--- config.mk ---
export PLATFORM = sky130hd
export DESIGN_NAME = hti_tx_chan
export DESIGN_NICKNAME = d
export VERILOG_FILES = /design/src/rtl/hti_pkg.sv /design/src/rtl/hti_tx_bytes.sv /design/src/rtl/hti_xfer_ctrl.sv /design/src/rtl/hti_flags.sv /design/src/rtl/hti_tx_chan.sv
export SDC_FILE = /design/constraint.sdc
export NUM_CORES = 1
export LEC_CHECK = 0
export CORE_ASPECT_RATIO = 0.75
export CORE_UTILIZATION = 61
export CTS_BUF_LIST = sky130_fd_sc_hd__clkbuf_16
export DETAILED_ROUTE_END_ITERATION = 7
export DONT_BUFFER_PORTS = 1
export GPL_TIMING_DRIVEN = 0
export PLACE_DENSITY = 0.77
export SKIP_CTS_REPAIR_TIMING = 1
export SYNTH_ARGS = -nofsm -noshare
export SYNTH_HDL_FRONTEND = slang
export SYNTH_SLANG_ARGS = --single-unit
--- constraint.sdc ---
create_clock -name clk -period 1.5 [get_ports clk]
set_input_delay 0.075 -clock clk [delete_from_list [all_inputs] [get_ports clk]]
set_output_delay 0.075 -clock clk [all_outputs]
set_load 0.01 [all_outputs]
--- src/rtl/hti_pkg.sv ---
package hti_pkg;
    localparam int STAT_W    = 8;
    localparam int BIT_TXDE  = 1;
    localparam int BIT_TRDY  = 2;
    localparam int BIT_FLAG0 = 3;
    localparam int BIT_FLAG1 = 4;

    typedef struct packed {
        logic txde;
        logic rdf;
    } xfer_st_t;
endpackage

--- src/rtl/hti_tx_bytes.sv ---
module hti_tx_bytes #(
    parameter int BYTE_W = 8,
    parameter int NBYTES = 3,
    parameter int ADDR_W = 2,
    localparam int WORD_W = BYTE_W * NBYTES
) (
    input  logic              clk,
    input  logic              rst_n,
    input  logic              wr,
    input  logic [ADDR_W-1:0] addr,
    input  logic [BYTE_W-1:0] wdata,
    output logic [WORD_W-1:0] word,
    output logic              lo_wr
);
    assign lo_wr = wr && (addr == '0);

    for (genvar g = 0; g < NBYTES; g++) begin : g_byte
        logic [BYTE_W-1:0] byte_d, byte_q;
        always_comb begin
            byte_d = byte_q;
            if (wr && (addr == ADDR_W'(g)))
                byte_d = wdata;
        end
        always_ff @(posedge clk or negedge rst_n) begin
            if (!rst_n) byte_q <= '0;
            else        byte_q <= byte_d;
        end
        assign word[g*BYTE_W +: BYTE_W] = byte_q;
    end
endmodule

--- src/rtl/hti_xfer_ctrl.sv ---
module hti_xfer_ctrl
    import hti_pkg::*;
#(
    parameter int WORD_W = 24
) (
    input  logic              clk,
    input  logic              rst_n,
    input  logic              lo_wr,
    input  logic              init,
    input  logic              soft_set,
    input  logic              dsp_rd,
    input  logic [WORD_W-1:0] tx_word,
    output logic              txde,
    output logic              rdf,
    output logic [WORD_W-1:0] rx_word
);
    xfer_st_t          st_d, st_q;
    logic [WORD_W-1:0] rx_d, rx_q;
    logic              xfer;

    always_comb begin
        st_d = st_q;
        rx_d = rx_q;
        xfer = !st_q.txde && !st_q.rdf;
        if (dsp_rd && st_q.rdf)
            st_d.rdf = 1'b0;
        if (xfer) begin
            rx_d      = tx_word;
            st_d.rdf  = 1'b1;
            st_d.txde = 1'b1;
        end
        if (lo_wr)
            st_d.txde = 1'b0;
        if (init)
            st_d.txde = 1'b1;
        if (soft_set) begin
            st_d.txde = 1'b1;
            st_d.rdf  = 1'b0;
        end
    end

    always_ff @(posedge clk or negedge rst_n) begin
        if (!rst_n) begin
            st_q <= '{txde: 1'b1, rdf: 1'b0};
            rx_q <= '0;
        end else begin
            st_q <= st_d;
            rx_q <= rx_d;
        end
    end

    assign txde    = st_q.txde;
    assign rdf     = st_q.rdf;
    assign rx_word = rx_q;
endmodule

--- src/rtl/hti_flags.sv ---
module hti_flags #(
    parameter int NFLAGS = 2
) (
    input  logic              clk,
    input  logic              rst_n,
    input  logic              clr,
    input  logic              wr,
    input  logic [NFLAGS-1:0] wdata,
    output logic [NFLAGS-1:0] flags
);
    logic [NFLAGS-1:0] flags_d, flags_q;

    always_comb begin
        flags_d = flags_q;
        if (wr)  flags_d = wdata;
        if (clr) flags_d = '0;
    end

    always_ff @(posedge clk or negedge rst_n) begin
        if (!rst_n) flags_q <= '0;
        else        flags_q <= flags_d;
    end

    assign flags = flags_q;
endmodule

--- src/rtl/hti_tx_chan.sv ---
module hti_tx_chan
    import hti_pkg::*;
#(
    parameter int BYTE_W = 8,
    parameter int NBYTES = 3,
    parameter int ADDR_W = 2,
    localparam int WORD_W = BYTE_W * NBYTES
) (
    input  logic              clk,
    input  logic              rst_n,
    input  logic              h_wr,
    input  logic [ADDR_W-1:0] h_addr,
    input  logic [BYTE_W-1:0] h_wdata,
    input  logic              host_init,
    input  logic              treq_en,
    input  logic              sw_rst,
    input  logic              ind_rst,
    input  logic              stop_mode,
    output logic [STAT_W-1:0] stat_o,
    output logic              hreq_o,
    input  logic              dsp_rd,
    output logic [WORD_W-1:0] dsp_rdata,
    output logic              rdf_o,
    input  logic              dsp_ctl_wr,
    input  logic [1:0]        dsp_ctl_hf
);
    logic [WORD_W-1:0] tx_word;
    logic              lo_wr, txde, rdf;
    logic [1:0]        hf;

    hti_tx_bytes #(.BYTE_W(BYTE_W), .NBYTES(NBYTES), .ADDR_W(ADDR_W)) u_bytes (
        .clk(clk), .rst_n(rst_n), .wr(h_wr), .addr(h_addr), .wdata(h_wdata),
        .word(tx_word), .lo_wr(lo_wr)
    );

    hti_xfer_ctrl #(.WORD_W(WORD_W)) u_xfer (
        .clk(clk), .rst_n(rst_n), .lo_wr(lo_wr), .init(host_init),
        .soft_set(sw_rst || ind_rst || stop_mode), .dsp_rd(dsp_rd),
        .tx_word(tx_word), .txde(txde), .rdf(rdf), .rx_word(dsp_rdata)
    );

    hti_flags #(.NFLAGS(2)) u_flags (
        .clk(clk), .rst_n(rst_n), .clr(sw_rst), .wr(dsp_ctl_wr),
        .wdata(dsp_ctl_hf), .flags(hf)
    );

    always_comb begin
        stat_o            = '0;
        stat_o[BIT_TXDE]  = txde;
        stat_o[BIT_TRDY]  = txde && !rdf;
        stat_o[BIT_FLAG0] = hf[0];
        stat_o[BIT_FLAG1] = hf[1];
    end

    assign hreq_o = txde && treq_en;
    assign rdf_o  = rdf;
endmodule

==> results of run 1 <==
==> final cells by class <==
cell class              instances  area [um2]
plain buffers                   7        52.6
clock buffers                   5         125
flip-flops and latches         52        1300
repair buffers                 18         198
well taps                      38        47.5
fillers                       173         624
multi-input cells              67         683
clock inverters                 2        8.76
==> layer usage <==
metal	up-vias	track usage (%)	share of wire (%)	wire length (um)
met3	5	8.11	7.7	281
met5	-	0	0	0
met2	47	33.3	50	1820
li1	482	-	-	-
met1	550	25.9	42	1530
met4	0	7.29	0.79	29
==> layout by cell type, fill, tap and decap left out <==
cell,n
nor2_1,2
inv_1,1
dfrtp_1,51
clkinv_2,1
nor3b_4,1
o21ai_0,1
nor4_1,2
clkbuf_16,5
nand3b_2,2
nor2_4,1
dfstp_2,1
buf_4,7
nor2b_1,2
and2_1,1
conb_1,4
dlygate4sd3_1,17
mux2i_1,2
mux2_2,49
buf_16,1
==> flip-flops by register name, summed over array words and instances (netlist names) <==
register and count:
u_xfer.rx_word 24, u_bytes.g_byte.byte_q 24, u_flags.flags 2, u_xfer.rdf 1
u_xfer.txde 1
==> cell families after synthesis <==
| family | Yosys count |
|---|---|
| AND/OR/NAND/NOR | 11 |
| other | 1 |
| flip-flops | 52 |
| AO/OA/AOI/OAI | 1 |
| buffers and inverters | 7 |
| multiplexers | 51 |
==> stage by stage <==
step | instance area (um2) | utilization, %
CTS | 2210 | 72.8
finish | 2420 | 79.5
detailed placement | 2080 | 68.4
global placement | 2080 | 68.4
global route | 2420 | 79.5
floorplan | 2030 | -
==> worst paths after layout <==
kind | slack (ps) | depth (start not counted) | end
setup / recovery | 80 | 4 | u_xfer.txde
hold / removal | 90 | 2 | u_xfer.txde
setup reg to reg | 110 | 3 | u_xfer.rx_word[6]
hold reg to reg | 500 | 1 | u_bytes.g_byte[2].byte_q[3]
max in group asynchronous | 910 | 2 | u_xfer.txde
min in group asynchronous | 310 | 2 | u_xfer.rx_word[22]
==> power by group through the flow <==
stage	combinational (W)	sequential, W	clock (W)
floorplan	0.000233	0.00179	0
global placement	0.000246	0.00182	0
detailed placement	0.000265	0.00184	0
CTS	0.000267	0.00181	0.00107
global route	0.000373	0.00183	0.00112
finish	0.000342	0.00181	0.00104
==> run_results.csv, run 1 <==
group,metric,value,unit
run_status,status,"finished, final reports clean",
sta,clock_skew,2.29,ps
floorplanning,core.rowCount,17,
synthesis,seq_area_frac_synth,64.4,%
critical_path,regToRegStartpoint,"u_xfer.rdf",
power_and_ir_drop,comb_power_share,10.7,%
routing,drt-initial-drc-count,88,
critical_path,end_kind,"register",
synthesis,synth_top_cells_by_count,"dfrtp_1, mux2_2, buf_4",
synthesis,synthXorXnorAreaFrac,0,%
final_layout,drive_above_1_share,45.0,%
synthesis,synth_top_family_by_area,"multiplexers",
critical_path,critPathTopFamily,"buffers and inverters",
sta,final.setup.tns,0,ps
critical_path,path_max_fanout,4,
grt,grt_pass1_vias,1020,
critical_path,cp.arrival,1600,ps
power_and_ir_drop,p_leak,1.12,nW
critical_path,worstPathRequired,1680,ps
cts,cts_root_buf,"clkbuf_16",
routing,dr.pass1.iters,4,
power_and_ir_drop,p_clk_share,32.6,%
final_layout,fin_nets,173,
grt,grt_max_degree,53,
final_layout,num_antenna_cells,0,
cts,clkSinkCount,52,
synthesis,async_flop_share,100,%
placement,io_buffers,0,
grt,grt_use_total,20.9,%
placement,placedCellCount,164,
synthesis,synthAdderAreaFrac,0,%
grt,antenna_found_initial,0,
routing,detail_route.vias_per_cell,5.74,
floorplanning,die_area,0.00355,mm2
floorplanning,io_pins,56,
placement,pre_cts_ws,30.4,ps
sta,fin_crit,1420,ps
synthesis,yosys_warnings,0,
sta,final-setup-viol-count,0,
cts,cts_tree,"yes",
floorplanning,start_util,66.5,%
cts,clk_latency,280,ps
synthesis,synth.largest_area_cell,"dfrtp_1",
grt,grt_first_pass_wirelength,5040,um
routing,vias,1084,
placement,dp_hpwl,2340,um
synthesis,syn_area_per_cell,16.4,um2
sta,slew_violations,0,
sta,slew_headroom,62.2,%
cts,cts.clk_slew.worst_paths,60,ps
floorplanning,core-area,0.00304,mm2
power_and_ir_drop,ir_drop,0.000871,V
critical_path,cp-startpoint,"sw_rst",
floorplanning,dieWidth,68.5,um
placement,gp_congestion,0.679,
power_and_ir_drop,power_density,1320,mW/mm2
power_and_ir_drop,power.switching,0.000742,W
power_and_ir_drop,share_seq_of_total_power,56.6,%
power_and_ir_drop,p_total,0.00319,W
hold_path,min-delay-start,"h_addr[0]",
critical_path,worstSetupPathType,"in2reg",
critical_path,cp-start-kind,"input pin",
final_layout,syn2layout_area_growth,19.6,%
synthesis,synthFlopType,"dfrtp_1",
synthesis,synth-simple-area-share,4.27,%
cts,clk_path_buf_depth,2,
power_and_ir_drop,swShare,23.3,%
critical_path,critPathMostFrequentCell,"dlygate4sd3_1",
cts,cts_buffers,5,
final_layout,final_cells,189,
job,maxCapViolCount,0,
synthesis,ys_seq_elements,52,
power_and_ir_drop,intPower,0.00245,W
cts,htreeDepth,2,
sta,finalCritPeriodShare,94.7,%
synthesis,synth-compound-area-share,0.248,%
synthesis,synth.top_cell.area_share,63.1,%
synthesis,yosys-mux-area-fraction,28.3,%
routing,wirelength,3660,um
critical_path,cpMaxStageDelayCell,"dlygate4sd3_1",
routing,ant_nets,0,
synthesis,syn_area,0.00202,mm2
sta,hold_viol_final,0,
routing,drc_errors,0,
sta,tightest_slew,567,ps
critical_path,worstPathCellList,"dlygate4sd3_1, nor4_1, dlygate4sd3_1, o21ai_0",
synthesis,synth-edff-count,0,
hold_path,hp-class,"in2reg",
critical_path,max_stage_delay,600,ps
grt,overflow,0,
floorplanning,dieHeight,51.9,um
synthesis,synth.most_common_cell,"dfrtp_1",
synthesis,netlist_instances,123,
synthesis,synthTopCellsByArea,"dfrtp_1, mux2_2, buf_4",
critical_path,path_buf_inv,2,
sta,setup_ws,79.5,ps
sta,whs,91.1,ps
synthesis,synthDistinctLibCells,14,
routing,wl_per_cell,19.3,um
sta,fmax,0.704,GHz
Power figures use the tool's default switching activity.
==> run 2, diff against run 1 <==
Settings changed: CORE_UTILIZATION 61 to 55, PLACE_DENSITY 0.77 to 0.73.
Clock period 1.5 ns to 1.3 ns, I/O delays scaled along.
==> run_results.csv, run 2 (same netlist as run 1, synthesis figures left out) <==
group,metric,value,unit
critical_path,cp-start-kind,"register",
placement,gp_congestion,0.648,
critical_path,worstPathRequired,1470,ps
hold_path,hp-class,"in2async",
cts,clkSinkCount,52,
cts,cts_buffers,5,
grt,grt_use_total,18.7,%
sta,fin_crit,1280,ps
final_layout,regArea,0.00130,mm2
job,maxCapViolCount,0,
final_layout,multi_input_area,683,um2
routing,dr.pass1.iters,2,
power_and_ir_drop,ir_drop,0.00115,V
sta,hold_viol_final,52,
final_layout,nFillCells,232,
run_status,status,"finished, violations left",
floorplanning,dieHeight,54.5,um
placement,dp_hpwl,2290,um
routing,wl_per_cell,17.3,um
run_status,failed_checks,"hold timing",
final_layout,syn2layout_area_growth,19.4,%
critical_path,end_kind,"register",
power_and_ir_drop,power_density,1510,mW/mm2
cts,clk_path_buf_depth,2,
grt,antenna_found_initial,0,
grt,overflow,0,
critical_path,worstPathCellList,"nor2_4, buf_6, mux2_2",
sta,final-setup-viol-count,0,
final_layout,final_cell_mix,"dfrtp_1, mux2_2, dlygate4sd3_1, buf_4, clkbuf_16",
routing,ant_nets,0,
critical_path,worstSetupPathType,"reg2reg",
cts,cts.clk_slew.worst_paths,60,ps
critical_path,cpMaxStageDelayCell,"dfrtp_2",
floorplanning,io_pins,56,
final_layout,num_antenna_cells,0,
sta,slew_headroom,65.5,%
floorplanning,core.rowCount,18,
sta,tightest_slew,518,ps
routing,drt-initial-drc-count,37,
cts,htreeDepth,2,
placement,io_buffers,0,
grt,grt_max_degree,53,
sta,fmax,0.783,GHz
floorplanning,die_area,0.00393,mm2
floorplanning,core-area,0.00340,mm2
final_layout,final_common_cell,"dfrtp_1",
final_layout,post-route-util,71.0,%
routing,detail_route.vias_per_cell,5.23,
routing,vias,1052,
sta,whs,-528,ps
cts,clk_latency,280,ps
sta,grt_setup_unrepaired,"yes",
floorplanning,start_util,59.5,%
sta,clock_skew,3.40,ps
routing,wirelength,3480,um
grt,grt_first_pass_wirelength,5150,um
power_and_ir_drop,p_leak,1.11,nW
sta,slew_violations,0,
final_layout,fin_nets,172,
final_layout,drive_above_1_share,45.0,%
critical_path,path_max_fanout,10,
power_and_ir_drop,p_total,0.00363,W
grt,grt_pass1_vias,1029,
cts,cts_root_buf,"clkbuf_16",
sta,finalCritPeriodShare,98.2,%
critical_path,max_stage_delay,470,ps
critical_path,cp.arrival,1440,ps
cts,cts_tree,"yes",
floorplanning,dieWidth,72.0,um
routing,drc_errors,0,
==> run 2: report_power, final <==
| group | leakage [nW] | switching (W) | internal, W |
|---|---|---|---|
| clock network | 0.0738 | 0.000513 | 0.000692 |
| logic | 0.385 | 0.000104 | 0.000244 |
| registers | 0.655 | 0.000201 | 0.00188 |
| total | 1.11 | 0.000818 | 0.00282 |
==> run 2: final timing paths <==
| check | from | to | slack, ps | cells past startpoint |
|---|---|---|---|---|
| setup reg to reg | u_xfer.rdf | u_xfer.rx_word[11] | 20 | 3 |
| hold / removal | rst_n | u_xfer.rx_word[10] | -530 | 0 |
| hold reg to reg | u_bytes.g_byte[2].byte_q[6] | u_xfer.rx_word[22] | 500 | 1 |
| min in group clk | h_addr[0] | u_xfer.txde | 60 | 2 |
| max in group asynchronous | rst_n | u_xfer.txde | 1650 | 0 |
| setup / recovery | u_xfer.rdf | u_xfer.rx_word[11] | 20 | 3 |
==> run 2: worst max-delay path: cells and delay by family, from the launching register on <==
kind | cells | cell delay, ps
simple gates | 1 | 160
flops | 1 | 470
mux | 1 | 350
buf+inv | 1 | 180
==> run 2: cell type report <==
type	count	share of cell area, %
clock buffer	5	5.18
sequential	52	54.0
timing repair buffer	17	6.95
multi-input combinational	67	28.3
buffer	7	2.49
tap	50	2.59
clock inverter	3	0.467
==> run 2: per-stage QoR <==
stage                     TNS (ps)  worst slack [ps]  cells  area (um2)
after CTS                    -2230              -124    184        2240
final                            0              22.8    201        2410
after global placement       -1300             -74.1    176        2100
after detailed placement     -1970              -109    176        2100
after floorplan                  0              53.3    126        2040
after global routing         -65.0             -14.7    201        2410
==> run 2: metal layers <==
metal  global-route usage, %  share of wire [%]  wire, um
met2                    32.4                 50      1750
met5                       0                  0         0
met3                    6.45                6.5       228
met4                    8.82                1.4        49
met1                    21.5                 42      1460
